==> config.mk <==
export PLATFORM = sky130hd
export DESIGN_NAME = async_rx_channel
export DESIGN_NICKNAME = d
export VERILOG_FILES = /design/src/rtl/rx_pkg.sv /design/src/rtl/rx_reset_sync.sv /design/src/rtl/rx_bit_timer.sv /design/src/rtl/rx_frame_fsm.sv /design/src/rtl/rx_hold_buf.sv /design/src/rtl/async_rx_channel.sv
export SDC_FILE = /design/constraint.sdc
export NUM_CORES = 1
export LEC_CHECK = 0
export CORE_AREA = 4 4 74 76
export CTS_BUF_LIST = sky130_fd_sc_hd__clkbuf_4 sky130_fd_sc_hd__clkbuf_8
export CTS_CLUSTER_SIZE = 28
export DETAILED_ROUTE_END_ITERATION = 8
export DIE_AREA = 0 0 78 80
export DONT_BUFFER_PORTS = 1
export GPL_TIMING_DRIVEN = 0
export PLACE_DENSITY = 0.44
export SYNTH_ARGS = -nofsm -noshare
export SYNTH_HDL_FRONTEND = slang
export SYNTH_SLANG_ARGS = --single-unit
==> constraint.sdc <==
create_clock -name rx_clk -period 2.3 [get_ports rx_clk]
set_input_delay 0.69 -clock rx_clk [delete_from_list [all_inputs] [get_ports rx_clk]]
set_output_delay 0.69 -clock rx_clk [all_outputs]
set_load 0.02 [all_outputs]
==> src/rtl/rx_pkg.sv <==
package rx_pkg;

  typedef enum logic [1:0] {
    ST_IDLE  = 2'd0,
    ST_START = 2'd1,
    ST_DATA  = 2'd2,
    ST_STOP  = 2'd3
  } rx_state_e;

  localparam int STAT_W     = 8;
  localparam int STAT_READY = 0;
  localparam int STAT_FERR  = 1;
  localparam int STAT_OVR   = 2;

endpackage

==> src/rtl/rx_reset_sync.sv <==
module rx_reset_sync #(
  parameter int STAGES = 2
) (
  input  logic clk,
  input  logic arst_n,
  output logic srst_n
);

  logic [STAGES-1:0] pipe_q;

  always_ff @(posedge clk or negedge arst_n) begin
    if (!arst_n) begin
      pipe_q <= '0;
    end else begin
      pipe_q <= {pipe_q[STAGES-2:0], 1'b1};
    end
  end

  assign srst_n = pipe_q[STAGES-1];

endmodule

==> src/rtl/rx_bit_timer.sv <==
// Sample-phase counter. In oversampling mode it produces one sample tick
// per bit cell, and it can be re-centred by the frame FSM (arm) or by a
// line transition (resync). In divide-by-one mode every clock is a tick.
module rx_bit_timer #(
  parameter int OVS = 16
) (
  input  logic clk,
  input  logic rst_n,
  input  logic ovs_mode,
  input  logic rxd,
  input  logic arm,
  input  logic resync_en,
  output logic tick,
  output logic fall,
  output logic line_edge
);

  localparam int CW = $clog2(OVS);
  localparam logic [CW-1:0] MID  = CW'(OVS / 2);
  localparam logic [CW-1:0] LAST = CW'(OVS - 1);

  logic [CW-1:0] cnt_q, cnt_d;
  logic          prev_q;
  logic          cnt_en;

  assign line_edge = rxd ^ prev_q;
  assign fall      = prev_q & ~rxd;
  assign tick      = ovs_mode ? (cnt_q == LAST) : 1'b1;
  assign cnt_en    = ovs_mode;

  always_comb begin
    if (cnt_q == LAST) begin
      cnt_d = '0;
    end else begin
      cnt_d = cnt_q + CW'(1);
    end
    if (arm) begin
      cnt_d = MID;
    end else if (resync_en && line_edge && !tick) begin
      cnt_d = MID;
    end
  end

  always_ff @(posedge clk or negedge rst_n) begin
    if (!rst_n) begin
      cnt_q <= '0;
    end else if (cnt_en) begin
      cnt_q <= cnt_d;
    end
  end

  always_ff @(posedge clk or negedge rst_n) begin
    if (!rst_n) begin
      prev_q <= 1'b1;
    end else begin
      prev_q <= rxd;
    end
  end

endmodule

==> src/rtl/rx_frame_fsm.sv <==
// Frame sequencer: start qualification, LSB-first shifting, stop check.
module rx_frame_fsm
  import rx_pkg::*;
#(
  parameter int DATA_W = 8
) (
  input  logic              clk,
  input  logic              rst_n,
  input  logic              ovs_mode,
  input  logic              rxd,
  input  logic              tick,
  input  logic              fall,
  output logic              arm,
  output logic              resync_en,
  output logic              done,
  output logic              stop_bad,
  output logic [DATA_W-1:0] frame_byte
);

  localparam int BCW = $clog2(DATA_W);
  localparam logic [BCW-1:0] LAST_BIT = BCW'(DATA_W - 1);

  rx_state_e         state_q, state_d;
  logic [DATA_W-1:0] sh_q, sh_d;
  logic [BCW-1:0]    bit_q, bit_d;
  logic              shift_en;

  always_comb begin
    state_d  = state_q;
    bit_d    = bit_q;
    arm      = 1'b0;
    done     = 1'b0;
    shift_en = 1'b0;
    unique case (state_q)
      ST_IDLE: begin
        bit_d = '0;
        if (ovs_mode) begin
          if (fall) begin
            state_d = ST_START;
            arm     = 1'b1;
          end
        end else if (!rxd) begin
          state_d = ST_DATA;
        end
      end
      ST_START: begin
        if (tick) begin
          state_d = rxd ? ST_IDLE : ST_DATA;
        end
      end
      ST_DATA: begin
        if (tick) begin
          shift_en = 1'b1;
          bit_d    = bit_q + BCW'(1);
          if (bit_q == LAST_BIT) begin
            state_d = ST_STOP;
          end
        end
      end
      ST_STOP: begin
        if (tick) begin
          done    = 1'b1;
          state_d = ST_IDLE;
        end
      end
    endcase
  end

  assign sh_d       = {rxd, sh_q[DATA_W-1:1]};
  assign resync_en  = ovs_mode && ((state_q == ST_DATA) || (state_q == ST_STOP));
  assign stop_bad   = ~rxd;
  assign frame_byte = sh_q;

  always_ff @(posedge clk or negedge rst_n) begin
    if (!rst_n) begin
      state_q <= ST_IDLE;
      bit_q   <= '0;
    end else begin
      state_q <= state_d;
      bit_q   <= bit_d;
    end
  end

  always_ff @(posedge clk or negedge rst_n) begin
    if (!rst_n) begin
      sh_q <= '0;
    end else if (shift_en) begin
      sh_q <= sh_d;
    end
  end

endmodule

==> src/rtl/rx_hold_buf.sv <==
// Host-side holding register with ready, framing-error and overrun flags.
module rx_hold_buf #(
  parameter int DATA_W = 8
) (
  input  logic              clk,
  input  logic              rst_n,
  input  logic              done,
  input  logic              stop_bad,
  input  logic [DATA_W-1:0] frame_byte,
  input  logic              rd_data,
  input  logic              rd_stat,
  output logic [DATA_W-1:0] data_q,
  output logic              full_q,
  output logic              ferr_q,
  output logic              ovr_q
);

  logic accept, drop;
  logic full_d, ferr_d, ovr_d;

  assign accept = done && (!full_q || rd_data);
  assign drop   = done && full_q && !rd_data;

  always_comb begin
    full_d = full_q;
    if (accept) begin
      full_d = 1'b1;
    end else if (rd_data) begin
      full_d = 1'b0;
    end

    ferr_d = ferr_q;
    if (accept && stop_bad) begin
      ferr_d = 1'b1;
    end else if (rd_stat) begin
      ferr_d = 1'b0;
    end

    ovr_d = ovr_q;
    if (drop) begin
      ovr_d = 1'b1;
    end else if (rd_stat) begin
      ovr_d = 1'b0;
    end
  end

  always_ff @(posedge clk or negedge rst_n) begin
    if (!rst_n) begin
      full_q <= 1'b0;
      ferr_q <= 1'b0;
      ovr_q  <= 1'b0;
    end else begin
      full_q <= full_d;
      ferr_q <= ferr_d;
      ovr_q  <= ovr_d;
    end
  end

  always_ff @(posedge clk or negedge rst_n) begin
    if (!rst_n) begin
      data_q <= '0;
    end else if (accept) begin
      data_q <= frame_byte;
    end
  end

endmodule

==> src/rtl/async_rx_channel.sv <==
module async_rx_channel
  import rx_pkg::*;
#(
  parameter int DATA_W = 8,
  parameter int OVS    = 16
) (
  input  logic              rx_clk,
  input  logic              rst_n,
  input  logic              div16_sel,
  input  logic              rxd,
  input  logic              rd_data,
  input  logic              rd_stat,
  output logic [DATA_W-1:0] data_out,
  output logic [STAT_W-1:0] stat_out,
  output logic              rx_ready,
  output logic              rx_error
);

  logic              rst_n_sync;
  logic              tick_w, fall_w, edge_w;
  logic              arm_w, resync_w;
  logic              done_w, stop_bad_w;
  logic [DATA_W-1:0] byte_w;
  logic              full_w, ferr_w, ovr_w;

  rx_reset_sync #(.STAGES(2)) u_rst (
    .clk    (rx_clk),
    .arst_n (rst_n),
    .srst_n (rst_n_sync)
  );

  rx_bit_timer #(.OVS(OVS)) u_timer (
    .clk       (rx_clk),
    .rst_n     (rst_n_sync),
    .ovs_mode  (div16_sel),
    .rxd       (rxd),
    .arm       (arm_w),
    .resync_en (resync_w),
    .tick      (tick_w),
    .fall      (fall_w),
    .line_edge (edge_w)
  );

  rx_frame_fsm #(.DATA_W(DATA_W)) u_fsm (
    .clk        (rx_clk),
    .rst_n      (rst_n_sync),
    .ovs_mode   (div16_sel),
    .rxd        (rxd),
    .tick       (tick_w),
    .fall       (fall_w),
    .arm        (arm_w),
    .resync_en  (resync_w),
    .done       (done_w),
    .stop_bad   (stop_bad_w),
    .frame_byte (byte_w)
  );

  rx_hold_buf #(.DATA_W(DATA_W)) u_buf (
    .clk        (rx_clk),
    .rst_n      (rst_n_sync),
    .done       (done_w),
    .stop_bad   (stop_bad_w),
    .frame_byte (byte_w),
    .rd_data    (rd_data),
    .rd_stat    (rd_stat),
    .data_q     (data_out),
    .full_q     (full_w),
    .ferr_q     (ferr_w),
    .ovr_q      (ovr_w)
  );

  always_comb begin
    stat_out             = '0;
    stat_out[STAT_READY] = full_w;
    stat_out[STAT_FERR]  = ferr_w;
    stat_out[STAT_OVR]   = ovr_w;
  end

  assign rx_ready = full_w;
  assign rx_error = ferr_w | ovr_w;

endmodule

==> results.md, run 1 <==
* Status: completed
* RSZ-0062 raised after global routing: no
* Synth Register Bits at 31
* Critical Path Sink Type: flop
* Synthesized cell area at 1454 um2
* Iteration-0 DRC Markers at 38
* H-tree Lvls at 2
* Synth Flop Type: dfrtp_1
* Cell chain of the critical path: ha_1 -> and3_1 -> buf_6 -> o2111a_1 -> buf_6 -> mux2_4
* Worst vdd ir at 392.9 uV
* Post-DP Area at 1553 um2
* Hold Path Class: input pin to async pin
* Final Worst Setup Slack at 480.3 ps
* # setup viols final at 0
* DRT Wirelength at 2.480 mm
* Grt total ovfl at 0
* Die ar. at 6240 um2
* Max incr delay on CP at 420 ps
* CP dominant cell by count: buf_6
* Slew Viols, Final at 0
* WL/cell at 12.78 um
* Root Driver: clkbuf_8
* Clk sinks at 31
* Routability cong. at 0.7435
* Startpoint Class: flop
* Setup Skew at 3.551 ps
* Largest net degree at the start of global routing at 30
* Worst setup path class: flop to flop
* Std-Cell Rows at 25
* Post-CTS Setup Inserts at 0
* Setup slack, reg-to-reg at 480 ps
* Syn_area_per_cell at 12.64 um2
* DR vias/cell at 4.371
* Worst EP required at 2460 ps
* CTS Buf Count at 5
* Worst hold margin at 108.7 ps
* YS warnings at 0
* Overall Power at 2.076 mW
* DRC violations left at 0
* Port bufs at 0
* Min Tclk post-route at 1820 ps
* Clock slew seen by the registers of the worst setup and hold paths at 60 ps
* I/O pin total at 24
* Dpl ws at 394.3 ps
* Static Leak at 0.7707 nW
* Die width at 78 um
* GR Util All Layers at 8.668%
* First-pass GRT wire length at 4.098 mm
* CP arrival at 1980 ps
* Seq/Total Area, Yosys at 53.44%
* Clk_lat worst skew at 270 ps
* Slew HR at 58.13%
* Finished layout cell area at 1645 um2
* # nets final at 136
* Initial antenna violation count at 0
* EDFF count, synth at 0
* Maxcap violations at 0
* Core area at 4723 um2
* Final Non-Filler Cells at 194
* DP Cell Count at 186
* Setup TNS at 0 ps
* Critical-path top delay cell: dfrtp_1
* P per Cell Area at 1262 nW/um2
* Antenna diodes at 0
* Gate Count Post-Synth at 115
* Height of the die at 80 um
* Vias in the first global route at 871
* DP HPWL at 1.765 mm
* Layout area overhead at 13.17%
* Post-CTS Hold Fix Bufs at 0
* Initial DRT Pass Iterations at 4
* Resized cells post-CTS at 0
* Starting Density at 30.78%
* Worst-margin pin slew at 628.0 ps
* Fin crit share at 79.12%
* CTS tree: done
* Unique masters post-synth at 35
* Antenna Nets Post-Route at 0
* Vias at 848
* Clock Tree Buf Depth at 2
* Final Util at 34.83%
* Asr flop ratio synth at 100.0%
* Crit-path max FO at 9
* Layout cell share with drive strength beyond 1 at 35.43%
* F_max at 549.6 MHz
* Hold Violations, Final at 0
-- layer usage --
layer / vias up / wire length (um) / part of all wire (%) / global-route usage (%)
met5: - / 0 / 0 / 0
met4: 0 / 33 / 1.3 / 4.371
met3: 5 / 147 / 5.9 / 4.063
met2: 21 / 1084 / 44 / 12.50
met1: 415 / 1214 / 49 / 10.80
li1: 407 / - / - / -
-- cells in the final DEF, fill, tap and decap left out, types with 2 or more instances in the layout --
cell / count
buf_2: 2
buf_6: 2
nand2b_1: 3
nor2_1: 3
a21oi_1: 3
o21ai_0: 6
inv_1: 6
mux2_4: 8
mux2_2: 8
buf_4: 9
o2bb2ai_1: 2
clkbuf_4: 3
nand2_1: 4
conb_1: 6
ha_1: 4
clkbuf_8: 5
o211ai_1: 2
dfrtp_1: 29
mux2i_1: 3
-- Yosys cell counts, types with 2 or more instances --
| master | number | area share [%] |
|---|---|---|
| dfrtp_1 | 30 | 52 |
| buf_4 | 9 | 4.6 |
| mux2_2 | 8 | 6.2 |
| mux2_4 | 8 | 8.3 |
| inv_1 | 6 | 1.5 |
| o21ai_0 | 6 | 2.1 |
| ha_1 | 4 | 3.4 |
| nand2_1 | 4 | 1.0 |
| a21oi_1 | 3 | 1.0 |
| mux2i_1 | 3 | 2.1 |
| nand2b_1 | 3 | 1.3 |
| nor2_1 | 3 | 0.77 |
| buf_2 | 2 | 0.69 |
| buf_6 | 2 | 1.5 |
| conb_1 | 2 | 0.52 |
| o211ai_1 | 2 | 1.0 |
| o2bb2ai_1 | 2 | 1.2 |
-- path summary, 6_finish.rpt --
kind                                   endpoint  cells past startpoint             start
worst max-delay path            u_buf.data_q[3]                      6  u_timer.cnt_q[0]
worst min-delay path            u_rst.pipe_q[1]                      0             rst_n
worst max register to register  u_buf.data_q[3]                      6  u_timer.cnt_q[0]
worst min register to register   u_fsm.bit_q[1]                      0   u_rst.pipe_q[1]
max in group asynchronous          u_buf.ferr_q                      0   u_rst.pipe_q[1]
min in group rx_clk             u_rst.pipe_q[1]                      0   u_rst.pipe_q[0]
-- cells by family (layout without fill, tap and decap cells) --
kind of cell / after synthesis / count (layout) / synth area share [%]
AOI/OAI and AO/OA: 20 / 20 / 9.983
adders and majority gates: 4 / 4 / 3.442
buffers and inverters: 20 / 28 / 8.691
DFF: 31 / 31 / 53.44
muxes: 19 / 19 / 16.52
other: 2 / 6 / 0.5165
and+or+nand+nor: 19 / 19 / 7.402
-- cell type report --
type / count / area [um2]
Fill cell: 468 / 3078
Sequential cell: 31 / 778.2
Multi-Input combinational cell: 68 / 565.5
Buffer: 14 / 103.9
Clock buffer: 8 / 91.34
Tap cell: 67 / 83.83
Inverter: 6 / 22.52
-- sequential cells by signal (all words and copies together), names as in the netlist --
signal / cells
u_buf.ferr_q: 1
u_fsm.frame_byte: 8
u_timer.prev_q: 1
u_fsm.bit_q: 3
u_buf.ovr_q: 1
u_timer.cnt_q: 4
u_fsm.state_q: 2
u_rst.pipe_q: 2
u_buf.data_q: 8
u_buf.full_q: 1
-- power breakdown --
group	internal, mW	switching (mW)	leakage, nW
sequential	0.767	0.264	0.381
clock	0.250	0.181	0.0498
combinational	0.356	0.259	0.340
-- worst max-delay path, delay by kind of cell, from the launching register on --
family          cells  cell delay, ps
compound gates      1             240
fa+ha+maj           1             270
buf+inv             2             270
simple gates        1             200
flops               1             420
mux                 1             300
(Power assumes the default switching activity.)
==> run 2, diff against run 1 <==
- PLACE_DENSITY: 0.44 -> 0.45
- clock period: 2.3 -> 1.5 ns (I/O delays scaled with it)
==> results.md, run 2 (synthesis results as in run 1) <==
* CP arrival at 1780 ps
* H-tree Lvls at 2
* Fin crit share at 107.7%
* Most common cell after layout, fill and taps aside: dfrtp_1
* Setup Skew at 4.476 ps
* RSZ-0062 raised after global routing: yes
* DRT Wirelength at 2.675 mm
* Port bufs at 0
* Worst-margin pin slew at 1129 ps
* Clock share of power at 19.0%
* Worst vdd ir at 728.8 uV
* Critical-path top delay cell: dfrtp_1
* Vias in the first global route at 966
* Antenna Nets Post-Route at 0
* Clk_lat worst skew at 280 ps
* Clk sinks at 31
* Failing checks: setup timing
* CP top delay family: flip-flops
* DP Cell Count at 186
* Switching part of the total power at 34.38%
* Min Tclk post-route at 1616 ps
* FF-to-FF Start: u_timer.cnt_q[0]
* # setup viols final at 17
* Reg2Reg Depth at 5
* Crit-path max FO at 6
* Vias at 872
* Max incr delay on CP at 410 ps
* Static Leak at 0.8389 nW
* Die ar. at 6240 um2
* DP HPWL at 1.744 mm
* Starting Density at 30.78%
* Setup slack, reg-to-reg at -120 ps
* Maxcap violations at 0
* CTS Buf Count at 5
* Critical path destination: u_buf.data_q[1]
* CTS tree: done
* Hold path start: rxd
* Final Non-Filler Cells at 204
* Worst hold margin at 165.3 ps
* Slew Viols, Final at 0
* Iteration-0 DRC Markers at 44
* Reg2reg end: u_buf.data_q[1]
* Fill cells at 462
* Layout cell share with drive strength beyond 1 at 43.07%
* DRC violations left at 0
* Internal power at 2.275 mW
* Hold Violations, Final at 0
* Initial DRT Pass Iterations at 2
* Antenna diodes at 0
* Startpoint Class: flop
* Most frequent cells in the layout: 30 x dfrtp_1, 14 x buf_4, 10 x mux2_4
* Critical Path Sink Type: flop
* CP Buf/Inv Count at 1
* Worst setup path class: flop to flop
* Share of power burned in registers at 46.2%
* Slew HR at 24.75%
* Combinational Power Share at 34.8%
* Clock slew seen by the registers of the worst setup and hold paths at 60 ps
* # nets final at 146
* DR vias/cell at 4.275
* WL/cell at 13.11 um
* Layout area overhead at 23.67%
* GR Util All Layers at 9.608%
* Worst EP required at 1660 ps
* I/O pin total at 24
* Grt total ovfl at 0
* Routability cong. at 0.7445
* Dpl ws at -264.8 ps
* Status: complete, but fails checks
* First-pass GRT wire length at 4.581 mm
* P per Cell Area at 1929 nW/um2
* Core area at 4723 um2
* F_max at 618.8 MHz
* P_sw at 1.192 mW
* Root Driver: clkbuf_8
* Crit path launch: u_timer.cnt_q[0]
* Initial antenna violation count at 0
* Std-Cell Rows at 25
* Final Worst Setup Slack at -116.1 ps
* Cell chain of the critical path: ha_4 -> and3_4 -> o2111a_2 -> buf_6 -> mux2_4
* Height of the die at 80 um
* Largest net degree at the start of global routing at 30
* Die width at 78 um
* Hold Path Class: input pin to flop
* Levels on crit path at 5
* Clock Tree Buf Depth at 2
==> run 2: worst min path at each step <==
stage | end | slack [ps] | cells after the start
final | u_timer.prev_q | 170 | 0
after global routing | u_timer.prev_q | 150 | 0
after CTS | u_timer.prev_q | 150 | 0
after detailed placement | u_rst.pipe_q[0] | 150 | 0
after global placement | u_rst.pipe_q[0] | 150 | 0
after floorplan | u_rst.pipe_q[0] | 150 | 0
==> run 2: area by class of cell <==
| cell class | instances | area, um2 | share of cell area (%) |
|---|---|---|---|
| buffer | 13 | 97.59 | 5.428 |
| timing repair buffer | 11 | 100.1 | 5.567 |
| multi-input combinational | 68 | 628.1 | 34.93 |
| sequential | 31 | 777.0 | 43.22 |
| clock inverter | 1 | 5.005 | 0.2784 |
| inverter | 6 | 22.52 | 1.253 |
| tap | 67 | 83.83 | 4.663 |
| clock buffer | 7 | 83.83 | 4.663 |
==> run 2: power groups by stage <==
stage	clock network (mW)	registers [mW]	logic [mW]
floorplan	0	1.52	0.849
global placement	0	1.60	0.950
detailed placement	0	1.61	0.964
CTS	0.684	1.61	1.16
global route	0.723	1.65	1.32
finish	0.657	1.60	1.21
==> run 2: per-stage QoR <==
step	TNS [ps]	area (um2)	utilization, %	total power, mW
floorplan	-1329	1484	-	2.368
global placement	-3150	1568	33.19	2.547
detailed placement	-3633	1568	33.19	2.576
CTS	-1725	1772	37.51	3.452
global route	-2396	1798	38.07	3.701
finish	-1293	1798	38.07	3.467
==> run 2: what timing repair did <==
| action | CTS | global route |
|---|---|---|
| hold buffers | 1 | 0 |
| setup buffers | 6 | 2 |
| gates cloned | 2 | 0 |
| endpoints found under the hold margin | 2 | 0 |
| pin swaps | 3 | 2 |
| resized for setup | 13 | 6 |
| setup endpoints to repair | 23 | 23 |
==> run 2: layer usage <==
metal	vias to the layer above	global-route usage, %	part of all wire, %
met2	16	16.52	50
li1	429	-	-
met3	6	2.822	4.4
met4	0	5.245	1.2
met1	421	10.65	44
met5	-	0	0
==> run 2: worst register-to-register path, delay by kind of cell (launching register included) <==
family                   cells  cell delay [ps]
flip-flops                   1              410
adder cells (fa/ha/maj)      1              180
multiplexers                 1              300
buffers and inverters        1              150
AND/OR/NAND/NOR              1              190
AO/OA/AOI/OAI                1              280
